File: src/rtl/spp_pkg.sv
package spp_pkg;

  typedef enum logic [2:0] {
    OP_IRQ_ENTER  = 3'd0,
    OP_CALL       = 3'd1,
    OP_RET        = 3'd2,
    OP_RET_IRQ    = 3'd3,
    OP_PUSH       = 3'd4,
    OP_POP        = 3'd5,
    OP_SET_CPTR   = 3'd6,
    OP_XCHG_OPTR  = 3'd7
  } spp_op_e;

  typedef enum logic [2:0] {
    ST_IDLE,
    ST_SAVE2,
    ST_FIN,
    ST_RD2,
    ST_RDLO,
    ST_RDHI,
    ST_POPW,
    ST_POPC
  } spp_st_e;

endpackage

File: src/rtl/spp_ptr.sv
module spp_ptr #(
  parameter int W = 8
) (
  input  logic         clk,
  input  logic         rst,
  input  logic         inc,
  input  logic         dec,
  input  logic         ld,
  input  logic [W-1:0] ld_val,
  output logic [W-1:0] q
);

  always_ff @(posedge clk) begin
    if (rst)      q <= '0;
    else if (ld)  q <= ld_val;
    else if (inc) q <= q + 1'b1;
    else if (dec) q <= q - 1'b1;
  end

endmodule

File: src/rtl/spp_ctrl.sv
module spp_ctrl
  import spp_pkg::*;
#(
  parameter int W   = 8,
  parameter int PCW = 14
) (
  input  logic           clk,
  input  logic           rst,
  input  logic           cmd_valid,
  input  logic [2:0]     cmd_op,
  input  logic [PCW-1:0] pc_in,
  input  logic           carry_in,
  input  logic           zero_in,
  input  logic [W-1:0]   acc_in,
  input  logic [W-1:0]   ram_rdata,
  input  logic [W-1:0]   cptr_q,
  input  logic [W-1:0]   optr_q,
  output logic           c_inc,
  output logic           c_dec,
  output logic           c_ld,
  output logic           o_inc,
  output logic           o_dec,
  output logic           o_ld,
  output logic [W-1:0]   ram_addr,
  output logic           ram_we,
  output logic           ram_re,
  output logic [W-1:0]   ram_wdata,
  output logic [PCW-1:0] pc_out,
  output logic           carry_out,
  output logic           zero_out,
  output logic           pc_load,
  output logic           flag_load,
  output logic [W-1:0]   acc_out,
  output logic           acc_load,
  output logic           irq_off,
  output logic           irq_on,
  output logic           busy,
  output logic           done
);

  localparam int HI_W  = PCW - W;
  localparam int C_BIT = W - 1;
  localparam int Z_BIT = W - 2;

  spp_st_e        state, nxt;
  spp_op_e        op_in, op_q;
  logic [PCW-1:0] hold_pc;
  logic [W-1:0]   lo_q;

  assign op_in = spp_op_e'(cmd_op);

  function automatic logic [W-1:0] pack_hi(input logic [PCW-1:0] pc,
                                           input logic c, input logic z);
    logic [W-1:0] b;
    b = '0;
    b[HI_W-1:0] = pc[PCW-1:W];
    b[C_BIT] = c;
    b[Z_BIT] = z;
    return b;
  endfunction

  always_comb begin
    nxt   = state;
    c_inc = 1'b0;
    c_dec = 1'b0;
    c_ld  = 1'b0;
    o_inc = 1'b0;
    o_dec = 1'b0;
    o_ld  = 1'b0;
    case (state)
      ST_IDLE: if (cmd_valid) begin
        case (op_in)
          OP_IRQ_ENTER, OP_CALL: begin c_inc = 1'b1; nxt = ST_SAVE2; end
          OP_RET, OP_RET_IRQ:    begin c_dec = 1'b1; nxt = ST_RD2;   end
          OP_PUSH:               begin o_dec = 1'b1; nxt = ST_FIN;   end
          OP_POP:                begin o_inc = 1'b1; nxt = ST_POPW;  end
          OP_SET_CPTR:           c_ld = 1'b1;
          default:               o_ld = 1'b1;
        endcase
      end
      ST_SAVE2: begin c_inc = 1'b1; nxt = ST_FIN; end
      ST_RD2:   begin c_dec = 1'b1; nxt = ST_RDLO; end
      ST_RDLO:  nxt = ST_RDHI;
      ST_POPW:  nxt = ST_POPC;
      default:  nxt = ST_IDLE;
    endcase
  end

  always_ff @(posedge clk) begin
    if (rst) begin
      state     <= ST_IDLE;
      op_q      <= OP_CALL;
      hold_pc   <= '0;
      lo_q      <= '0;
      ram_addr  <= '0;
      ram_we    <= 1'b0;
      ram_re    <= 1'b0;
      ram_wdata <= '0;
      pc_out    <= '0;
      carry_out <= 1'b0;
      zero_out  <= 1'b0;
      pc_load   <= 1'b0;
      flag_load <= 1'b0;
      acc_out   <= '0;
      acc_load  <= 1'b0;
      irq_off   <= 1'b0;
      irq_on    <= 1'b0;
      busy      <= 1'b0;
      done      <= 1'b0;
    end else begin
      state     <= nxt;
      busy      <= (nxt != ST_IDLE);
      ram_we    <= 1'b0;
      ram_re    <= 1'b0;
      pc_load   <= 1'b0;
      flag_load <= 1'b0;
      acc_load  <= 1'b0;
      irq_off   <= 1'b0;
      irq_on    <= 1'b0;
      done      <= 1'b0;
      case (state)
        ST_IDLE: if (cmd_valid) begin
          op_q    <= op_in;
          hold_pc <= pc_in;
          case (op_in)
            OP_IRQ_ENTER, OP_CALL: begin
              ram_addr  <= cptr_q;
              ram_we    <= 1'b1;
              ram_wdata <= pack_hi(pc_in, carry_in, zero_in);
            end
            OP_RET, OP_RET_IRQ: begin
              ram_addr <= cptr_q - 1'b1;
              ram_re   <= 1'b1;
            end
            OP_PUSH: begin
              ram_addr  <= optr_q - 1'b1;
              ram_we    <= 1'b1;
              ram_wdata <= acc_in;
            end
            OP_POP: begin
              ram_addr <= optr_q;
              ram_re   <= 1'b1;
            end
            OP_SET_CPTR: done <= 1'b1;
            default: begin
              acc_out  <= optr_q;
              acc_load <= 1'b1;
              done     <= 1'b1;
            end
          endcase
        end
        ST_SAVE2: begin
          ram_addr  <= cptr_q;
          ram_we    <= 1'b1;
          ram_wdata <= hold_pc[W-1:0];
        end
        ST_FIN: begin
          done    <= 1'b1;
          irq_off <= (op_q == OP_IRQ_ENTER);
        end
        ST_RD2: begin
          ram_addr <= cptr_q - 1'b1;
          ram_re   <= 1'b1;
        end
        ST_RDLO: lo_q <= ram_rdata;
        ST_RDHI: begin
          pc_out  <= {ram_rdata[HI_W-1:0], lo_q};
          pc_load <= 1'b1;
          done    <= 1'b1;
          if (op_q == OP_RET_IRQ) begin
            carry_out <= ram_rdata[C_BIT];
            zero_out  <= ram_rdata[Z_BIT];
            flag_load <= 1'b1;
            irq_on    <= 1'b1;
          end
        end
        ST_POPC: begin
          acc_out  <= ram_rdata;
          acc_load <= 1'b1;
          done     <= 1'b1;
        end
        default: ;
      endcase
    end
  end

endmodule

File: src/rtl/stack_pointer_pair.sv
module stack_pointer_pair #(
  parameter int W   = 8,
  parameter int PCW = 14
) (
  input  logic           clk,
  input  logic           rst,
  input  logic           cmd_valid,
  input  logic [2:0]     cmd_op,
  input  logic [PCW-1:0] pc_in,
  input  logic           carry_in,
  input  logic           zero_in,
  input  logic [W-1:0]   acc_in,
  input  logic [W-1:0]   ram_rdata,
  output logic [W-1:0]   ram_addr,
  output logic           ram_we,
  output logic           ram_re,
  output logic [W-1:0]   ram_wdata,
  output logic [PCW-1:0] pc_out,
  output logic           carry_out,
  output logic           zero_out,
  output logic           pc_load,
  output logic           flag_load,
  output logic [W-1:0]   acc_out,
  output logic           acc_load,
  output logic           irq_off,
  output logic           irq_on,
  output logic           busy,
  output logic           done
);

  logic [W-1:0] cptr_q, optr_q;
  logic c_inc, c_dec, c_ld, o_inc, o_dec, o_ld;

  spp_ptr #(.W(W)) u_cptr (
    .clk(clk), .rst(rst), .inc(c_inc), .dec(c_dec), .ld(c_ld),
    .ld_val(acc_in), .q(cptr_q)
  );

  spp_ptr #(.W(W)) u_optr (
    .clk(clk), .rst(rst), .inc(o_inc), .dec(o_dec), .ld(o_ld),
    .ld_val(acc_in), .q(optr_q)
  );

  spp_ctrl #(.W(W), .PCW(PCW)) u_ctrl (
    .clk(clk), .rst(rst), .cmd_valid(cmd_valid), .cmd_op(cmd_op),
    .pc_in(pc_in), .carry_in(carry_in), .zero_in(zero_in), .acc_in(acc_in),
    .ram_rdata(ram_rdata), .cptr_q(cptr_q), .optr_q(optr_q),
    .c_inc(c_inc), .c_dec(c_dec), .c_ld(c_ld),
    .o_inc(o_inc), .o_dec(o_dec), .o_ld(o_ld),
    .ram_addr(ram_addr), .ram_we(ram_we), .ram_re(ram_re), .ram_wdata(ram_wdata),
    .pc_out(pc_out), .carry_out(carry_out), .zero_out(zero_out),
    .pc_load(pc_load), .flag_load(flag_load), .acc_out(acc_out),
    .acc_load(acc_load), .irq_off(irq_off), .irq_on(irq_on),
    .busy(busy), .done(done)
  );

endmodule

File: config.mk
export PLATFORM = sky130hd
export DESIGN_NAME = stack_pointer_pair
export DESIGN_NICKNAME = d
export VERILOG_FILES = /design/src/rtl/spp_pkg.sv /design/src/rtl/spp_ptr.sv /design/src/rtl/spp_ctrl.sv /design/src/rtl/stack_pointer_pair.sv
export SDC_FILE = /design/constraint.sdc
export NUM_CORES = 1
export LEC_CHECK = 0
export BUFFER_PORTS_ARGS = -buffer_cell sky130_fd_sc_hd__buf_2
export CORE_UTILIZATION = 40
export DETAILED_ROUTE_END_ITERATION = 6
export PLACE_DENSITY = 0.69
export SLEW_MARGIN = 30
export SYNTH_ARGS = -nofsm -noshare
export SYNTH_HDL_FRONTEND = slang
export SYNTH_SLANG_ARGS = --single-unit
export TNS_END_PERCENT = 100
File: constraint.sdc
create_clock -name clk -period 5.1 [get_ports clk]
set_clock_uncertainty 0.15 [all_clocks]
set_input_delay 1.02 -clock clk [delete_from_list [all_inputs] [get_ports clk]]
set_output_delay 1.02 -clock clk [all_outputs]
set_load 0.005 [all_outputs]
== Yosys cells after proc, flatten, opt, wreduce, memory -nomap -nowiden ==
Index checks and enable logic that the tools add are counted.
Cells by class
  add/subtract/negate cells: 4
  eq/ne operators: 18
  muxes and demuxes: 48
  bitwise gates (word level): 2
  reduce and logical (&&, ||, !) cells: 23
Operators with widths (number)
  $mux 8: 10
  $pmux 8 s2: 3
  $pmux 8 s4: 1
  $mux 1: 24
  $pmux 8 s3: 1
  $eq 3x3->1 const B: 7
  $add 8x1->8 const B: 2
  $sub 8x1->8 const B: 2
  $eq 3x2->1 const B: 5
  $pmux 3 s5: 1
  $pmux 1 s2: 6
  $pmux 3 s4: 1
  $reduce_bool 3->1: 4
  $logic_not 3->1: 3
  $reduce_and 3->1: 3
  $reduce_or 3->1: 3
  $reduce_or 2->1: 4
  $reduce_or 7->1: 1
  $eq 3x1->1 const B: 2
  $reduce_or 6->1: 1
  $ne 5x1->1 const B: 1
  $ne 2x2->1 const B: 2
  $reduce_and 2->1: 2
  $reduce_bool 2->1: 2
  other kinds (3): 4
Word-level totals
  register bits after elaboration: 86
  bits of input ports: 38
  output and inout port bits: 49
  word-level logic and storage cells: 115

== Logic depth before layout (Yosys ltp) ==
  word-level depth: 8
  gate-level depth with buffers: 8
  gate-level depth less buffers: 7

== Hierarchy ==
Synthesis repeated with hierarchy kept, for this count alone.
Unflattened totals
  cell total of the unflattened synthesis: 607
  area, all modules: 4979.8 µm²
By module, submodules not included
  spp_ctrl: times used 1, cells an instance 445, area an instance 3574.7 µm², sequential area each 1401.3 µm²
  spp_ptr at u_cptr: times used 1, cells an instance 82, area an instance 729.4 µm², sequential area each 160.2 µm²
  spp_ptr at u_optr: times used 1, cells an instance 80, area an instance 675.6 µm², sequential area each 160.2 µm²

== Worst setup path after synthesis ==
Ideal clock, no wire load.
  path type: input-to-reg
  start: input port cmd_op[2]
  end: register u_cptr.q[3]
  setup time: 0.136 ns
  data arrival time: 2.479 ns
  data required time: 4.814 ns
  setup slack: 2.335 ns
  cell stages on the path: 7
  path buffers: 2
  cells stage by stage: clkbuf_1 > nor3b_1 > o21a_1 > clkbuf_1 > mux2_2 > a31oi_1 > o32ai_1
On the way
  cells in the longest elaborated chain, start to end: 7
  elaborated cells between the ends (all ways): 19
  classes of those cells: eq/ne (4); mux (11); reduce/logical (4)
RTL lines
  from (decl): RTL line stack_pointer_pair.sv:8  | input logic [2:0] cmd_op,
  $eq 3x1->1 / $logic_not 3->1 (equally long branches): RTL line spp_ctrl.sv:72  | case (op_in)
  $reduce_or 2->1: RTL line spp_ctrl.sv:72
  $mux 1: RTL line spp_ctrl.sv:72
  $mux 1: RTL line spp_ctrl.sv:71  | ST_IDLE: if (cmd_valid) begin
  $pmux 1 s2: RTL line spp_ctrl.sv:70  | case (state)
  $mux 8: RTL line spp_ptr.sv:16  | else if (inc) q <= q + 1'b1;
  $mux 8: RTL line spp_ptr.sv:15  | else if (ld) q <= ld_val;
  to (signal assigned): RTL line spp_ptr.sv:15
  to (signal assigned): RTL line spp_ptr.sv:16
  to (signal assigned): RTL line spp_ptr.sv:17  | else if (dec) q <= q - 1'b1;
  to (decl): RTL line spp_ptr.sv:10  | output logic [W-1:0] q
Parallel ways exist; a longest one is shown, timed or not.
A chain may end at the register's enable or synchronous reset.

== Final worst setup path ==
  start: input port cmd_op[2]
  end: register u_ctrl.acc_out[1]
On the way
  cells in the longest elaborated chain, start to end: 4
  elaborated cells between the ends (all ways): 10
  classes of those cells: eq/ne (7); reduce/logical (3)
RTL lines
  $eq 3x3->1, or another cell as far along: RTL line spp_ctrl.sv:125  | case (op_in)
  $reduce_or 7->1 (no source line) *
  $ne 2x2->1 (no source line) *
  $reduce_and 3->1 (no source line) *
  to (signal assigned): RTL line spp_ctrl.sv:146  | acc_out <= optr_q;
  to (signal assigned): RTL line spp_ctrl.sv:178  | acc_out <= ram_rdata;
  to (decl): RTL line spp_ctrl.sv:33  | output logic [W-1:0] acc_out,
Mark *: on every way between the ends. The rest lies on a longest branch, timed or not.

==> results.py <==
metrics = {
    "clock_network": {
        "ctsHtreeMaxLevel": 3,
        "cts.reportedPaths.clkPinSlew_ns": 0.06,
        "clock_path_buffers": 2,
        "cts-root-buf": "clkbuf_16",
        "post_cts_resized": 0,
        "cts_buffers": 9,
        "cts.sinks": 86,
        "cts_hold_buf": 0,
        "post-cts-setup-buffer-count": 0,
        "cts_tree": "built",
        "clock_latency_ns": 0.35,
    },
    "pwr": {
        "power_density_nw_per_um2": 364,
        "leakagePower_nw": 2.21,
        "combPwrFrac_pct": 21.1,
        "ir_worst_vdd_mv": 0.195,
        "pwr-share-seq_pct": 40.1,
        "intPower_mw": 1.38,
        "netSwitchingFraction_pct": 30.7,
        "switchingPower_uw": 610,
        "clockPowerShare_pct": 38.8,
    },
    "global_routing": {
        "grt_util_all_layers_pct": 23.7,
        "grt_overflow": 0,
        "grt_pass1_vias": 4487,
        "grt_pass1_wl_um": 23300,
        "grt_max_degree": 68,
        "grt_antenna_before_repair": 0,
    },
    "finish": {
        "nets": 693,
        "area_growth_syn_to_layout_pct": 15.7,
        "diodes": 0,
        "final_core_util_pct": 47.7,
        "layout-drive-gt1-share_pct": 17.7,
        "fillers": 1102,
    },
    "setup_path": {
        "crit_arrival_ns": 3.19,
        "crit_path_start_kind": "input pin",
        "criticalPathCategory": "in -> reg",
        "worstSetupEndpointType": "register",
        "reg2reg_from": "u_ctrl.state[1]",
        "worstRegToRegCells": 5,
        "r2r_slack_ns": 2.11,
        "r2r_end": "u_ctrl.acc_out[1]",
        "critPathMaxFanout": 26,
        "crit_required_ns": 5.20,
    },
    "yosys": {
        "ys_types": 64,
        "yosysWarnings": 0,
        "synth_edf_count": 0,
        "ys_seq_elements": 86,
        "syn_inst": 606,
        "synth-async-reset-ratio_pct": 0,
        "syn_area_um2": 4720,
        "synth_fp_nets": 648,
        "synth.yosys.seq_area_share_pct": 36.5,
        "syn_avg_cell_area_um2": 7.79,
        "synth_flop_cell": "dfxtp_1",
    },
    "min_path": {
        "hold_path.class": "reg -> reg",
        "min_path_cells": 2,
        "min_to": "u_ctrl.pc_out[7]",
        "min_from": "u_ctrl.lo_q[7]",
    },
    "floorplanning": {
        "die_h_um": 111,
        "start_util_pct": 41.2,
        "rows": 39,
        "io_pins": 87,
        "design.die.area_um2": 12200,
        "die_w_um": 111,
        "core_um2": 11500,
    },
    "sta": {
        "slew_headroom_pct": 33.8,
        "worst_pin_slew_ns": 0.993,
        "finalSetupViolCount": 0,
        "rsz0062_at_grt": "false",
        "fin_setup_tns_ns": 0,
        "slew_viol_final": 0,
        "period_minus_slack_ns": 3.09,
        "finalCritPeriodShare_pct": 60.7,
        "hold_viol_final": 0,
        "fmax_mhz": 323,
    },
    "route": {
        "drtIter0Drc": 517,
        "vias_per_cell": 5.97,
        "wl_per_cell_um": 17.7,
        "dr.pass1.iters": 7,
        "num_vias": 4770,
        "detail-route-antenna-nets": 0,
        "route.detailed.drc": 0,
        "drt_wl_total_um": 14200,
    },
    "placed_design": {
        "hpwl_um": 9950,
        "place_congestion": 0.931,
        "numPortBuffers": 86,
    },
    "run": {
        "maxCapViolCount": 0,
    },
    "status": {
        "outcome": "finished clean",
    },
}
-- Yosys cell counts (all sizes together), types with 4 or more instances --
cell type	number	area, µm²
a21oi	53	265
nor2b	5	31.3
nor4	7	43.8
nor3b	4	35.0
a311oi	4	35.0
a31oi	8	50.1
a32o	5	50.1
o211ai	15	113
nor2	44	165
and3	5	31.3
inv	10	37.5
nand3	30	150
xor2	8	70.1
o21ai	28	140
nand3b	4	30.0
dfxtp	86	1720
a211oi	15	113
xnor2	10	87.6
ha	4	50.1
nand2	95	357
nand2b	5	31.3
mux2i	22	220
clkbuf	36	135
nor3	15	85.1
buf	18	95.1
or3	6	37.5
a21o	6	45.0
a221oi	7	61.3
-- routing by layer --
layer	up-vias	wire length, µm	track usage, %
met3	35	1040	4.43
met1	2245	6280	32.0
met4	0	401	10.3
li1	2272	-	-
met5	-	0	0
met2	218	6440	36.8
-- power groups by stage --
stage	sequential, mW	combinational, mW	clock (mW)
after CTS	0.794	0.413	0.781
after global routing	0.805	0.463	0.816
after global placement	0.807	0.406	0
after floorplan	0.758	0.343	0
after detailed placement	0.809	0.411	0
final	0.797	0.420	0.770
-- cell type report --
| class | count | area [µm²] | share of cell area [%] |
|---|---|---|---|
| clock buffer | 10 | 229 | 4.19 |
| multi-input combinational | 453 | 2730 | 49.9 |
| sequential | 86 | 1720 | 31.5 |
| clock inverter | 6 | 116 | 2.13 |
| timing repair buffer | 88 | 445 | 8.15 |
| inverter | 13 | 48.8 | 0.893 |
| tap | 143 | 179 | 3.27 |
-- through the flow --
step                      setup slack, ns  cell area [µm²]  hold slack (ns)  std cells  total power, mW
after floorplan                      2.34             4720            0.281        606             1.10
after global placement               1.77             5120            0.289        783             1.21
after detailed placement             1.69             5120            0.294        783             1.22
after CTS                            2.05             5460            0.304        799             1.99
after global routing                 1.85             5470            0.324        799             2.08
final                                2.01             5470            0.300        799             1.99
-- cells in the final DEF, fill, tap and decap left out, types with 3 or more instances in the layout --
cell       instances
o21a_1             3
mux2i_1           22
a21o_1             6
mux2_2             3
nor3b_1            3
o41ai_1            3
nor2_1            44
buf_2             86
clkinv_1           3
a221oi_1           7
xor2_1             8
nand2_1           95
ha_1               4
nor2b_1            4
nand3_1           30
a32o_1             5
o21ai_0           27
bufinv_16          3
nand3b_1           4
xnor2_1           10
a211oi_1          15
a31oi_1            8
or3_1              6
nor4_1             7
and3_1             5
inv_1             10
nand4_1            3
dfxtp_1           86
o211ai_1          15
nor3_1            13
a311oi_1           4
o2bb2ai_1          3
nand2b_1           5
clkbuf_16          9
a21oi_1           53
-- critical path, cell delays in order --
cell and delay [ns]:
buf_2 0.40, inv_1 0.37, nor2_1 0.36, nand3_1 0.49
mux2i_1 0.25, a211oi_1 0.28
-- worst max-delay path by stage --
stage               startpoint                end  slack (ns)  cells after the start
detailed placement   cmd_op[2]  u_ctrl.acc_out[1]        1.69                      6
finish               cmd_op[2]  u_ctrl.acc_out[1]        2.01                      6
global route         cmd_valid        u_cptr.q[5]        1.85                      6
CTS                  cmd_op[2]  u_ctrl.acc_out[1]        2.05                      6
floorplan            cmd_op[2]        u_cptr.q[3]        2.34                      7
global placement     cmd_op[2]  u_ctrl.acc_out[0]        1.77                      6
-- flip-flops by register name, indices dropped and copies added (netlist names), 3 cells and up --
register	count
u_ctrl.pc_out	14
u_ctrl.ram_addr	8
u_ctrl.ram_wdata	8
u_optr.q	8
u_ctrl.op_q	3
u_ctrl.acc_out	8
u_ctrl.lo_q	8
u_cptr.q	8
u_ctrl.state	3
u_ctrl.hold_pc	8
-- logic make-up (layout without fill, tap and decap cells) --
group | count (synthesis) | after routing | synth area share [%]
and+or+nand+nor | 235 | 235 | 24.1
AOI/OAI and AO/OA | 171 | 171 | 23.8
DFF | 86 | 86 | 36.5
buffers and inverters | 67 | 117 | 5.91
muxes | 25 | 25 | 5.38
xor gates and xnor gates | 18 | 18 | 3.34
adders and majority gates | 4 | 4 | 1.06
Note: power is estimated with default switching activity, not from simulation.
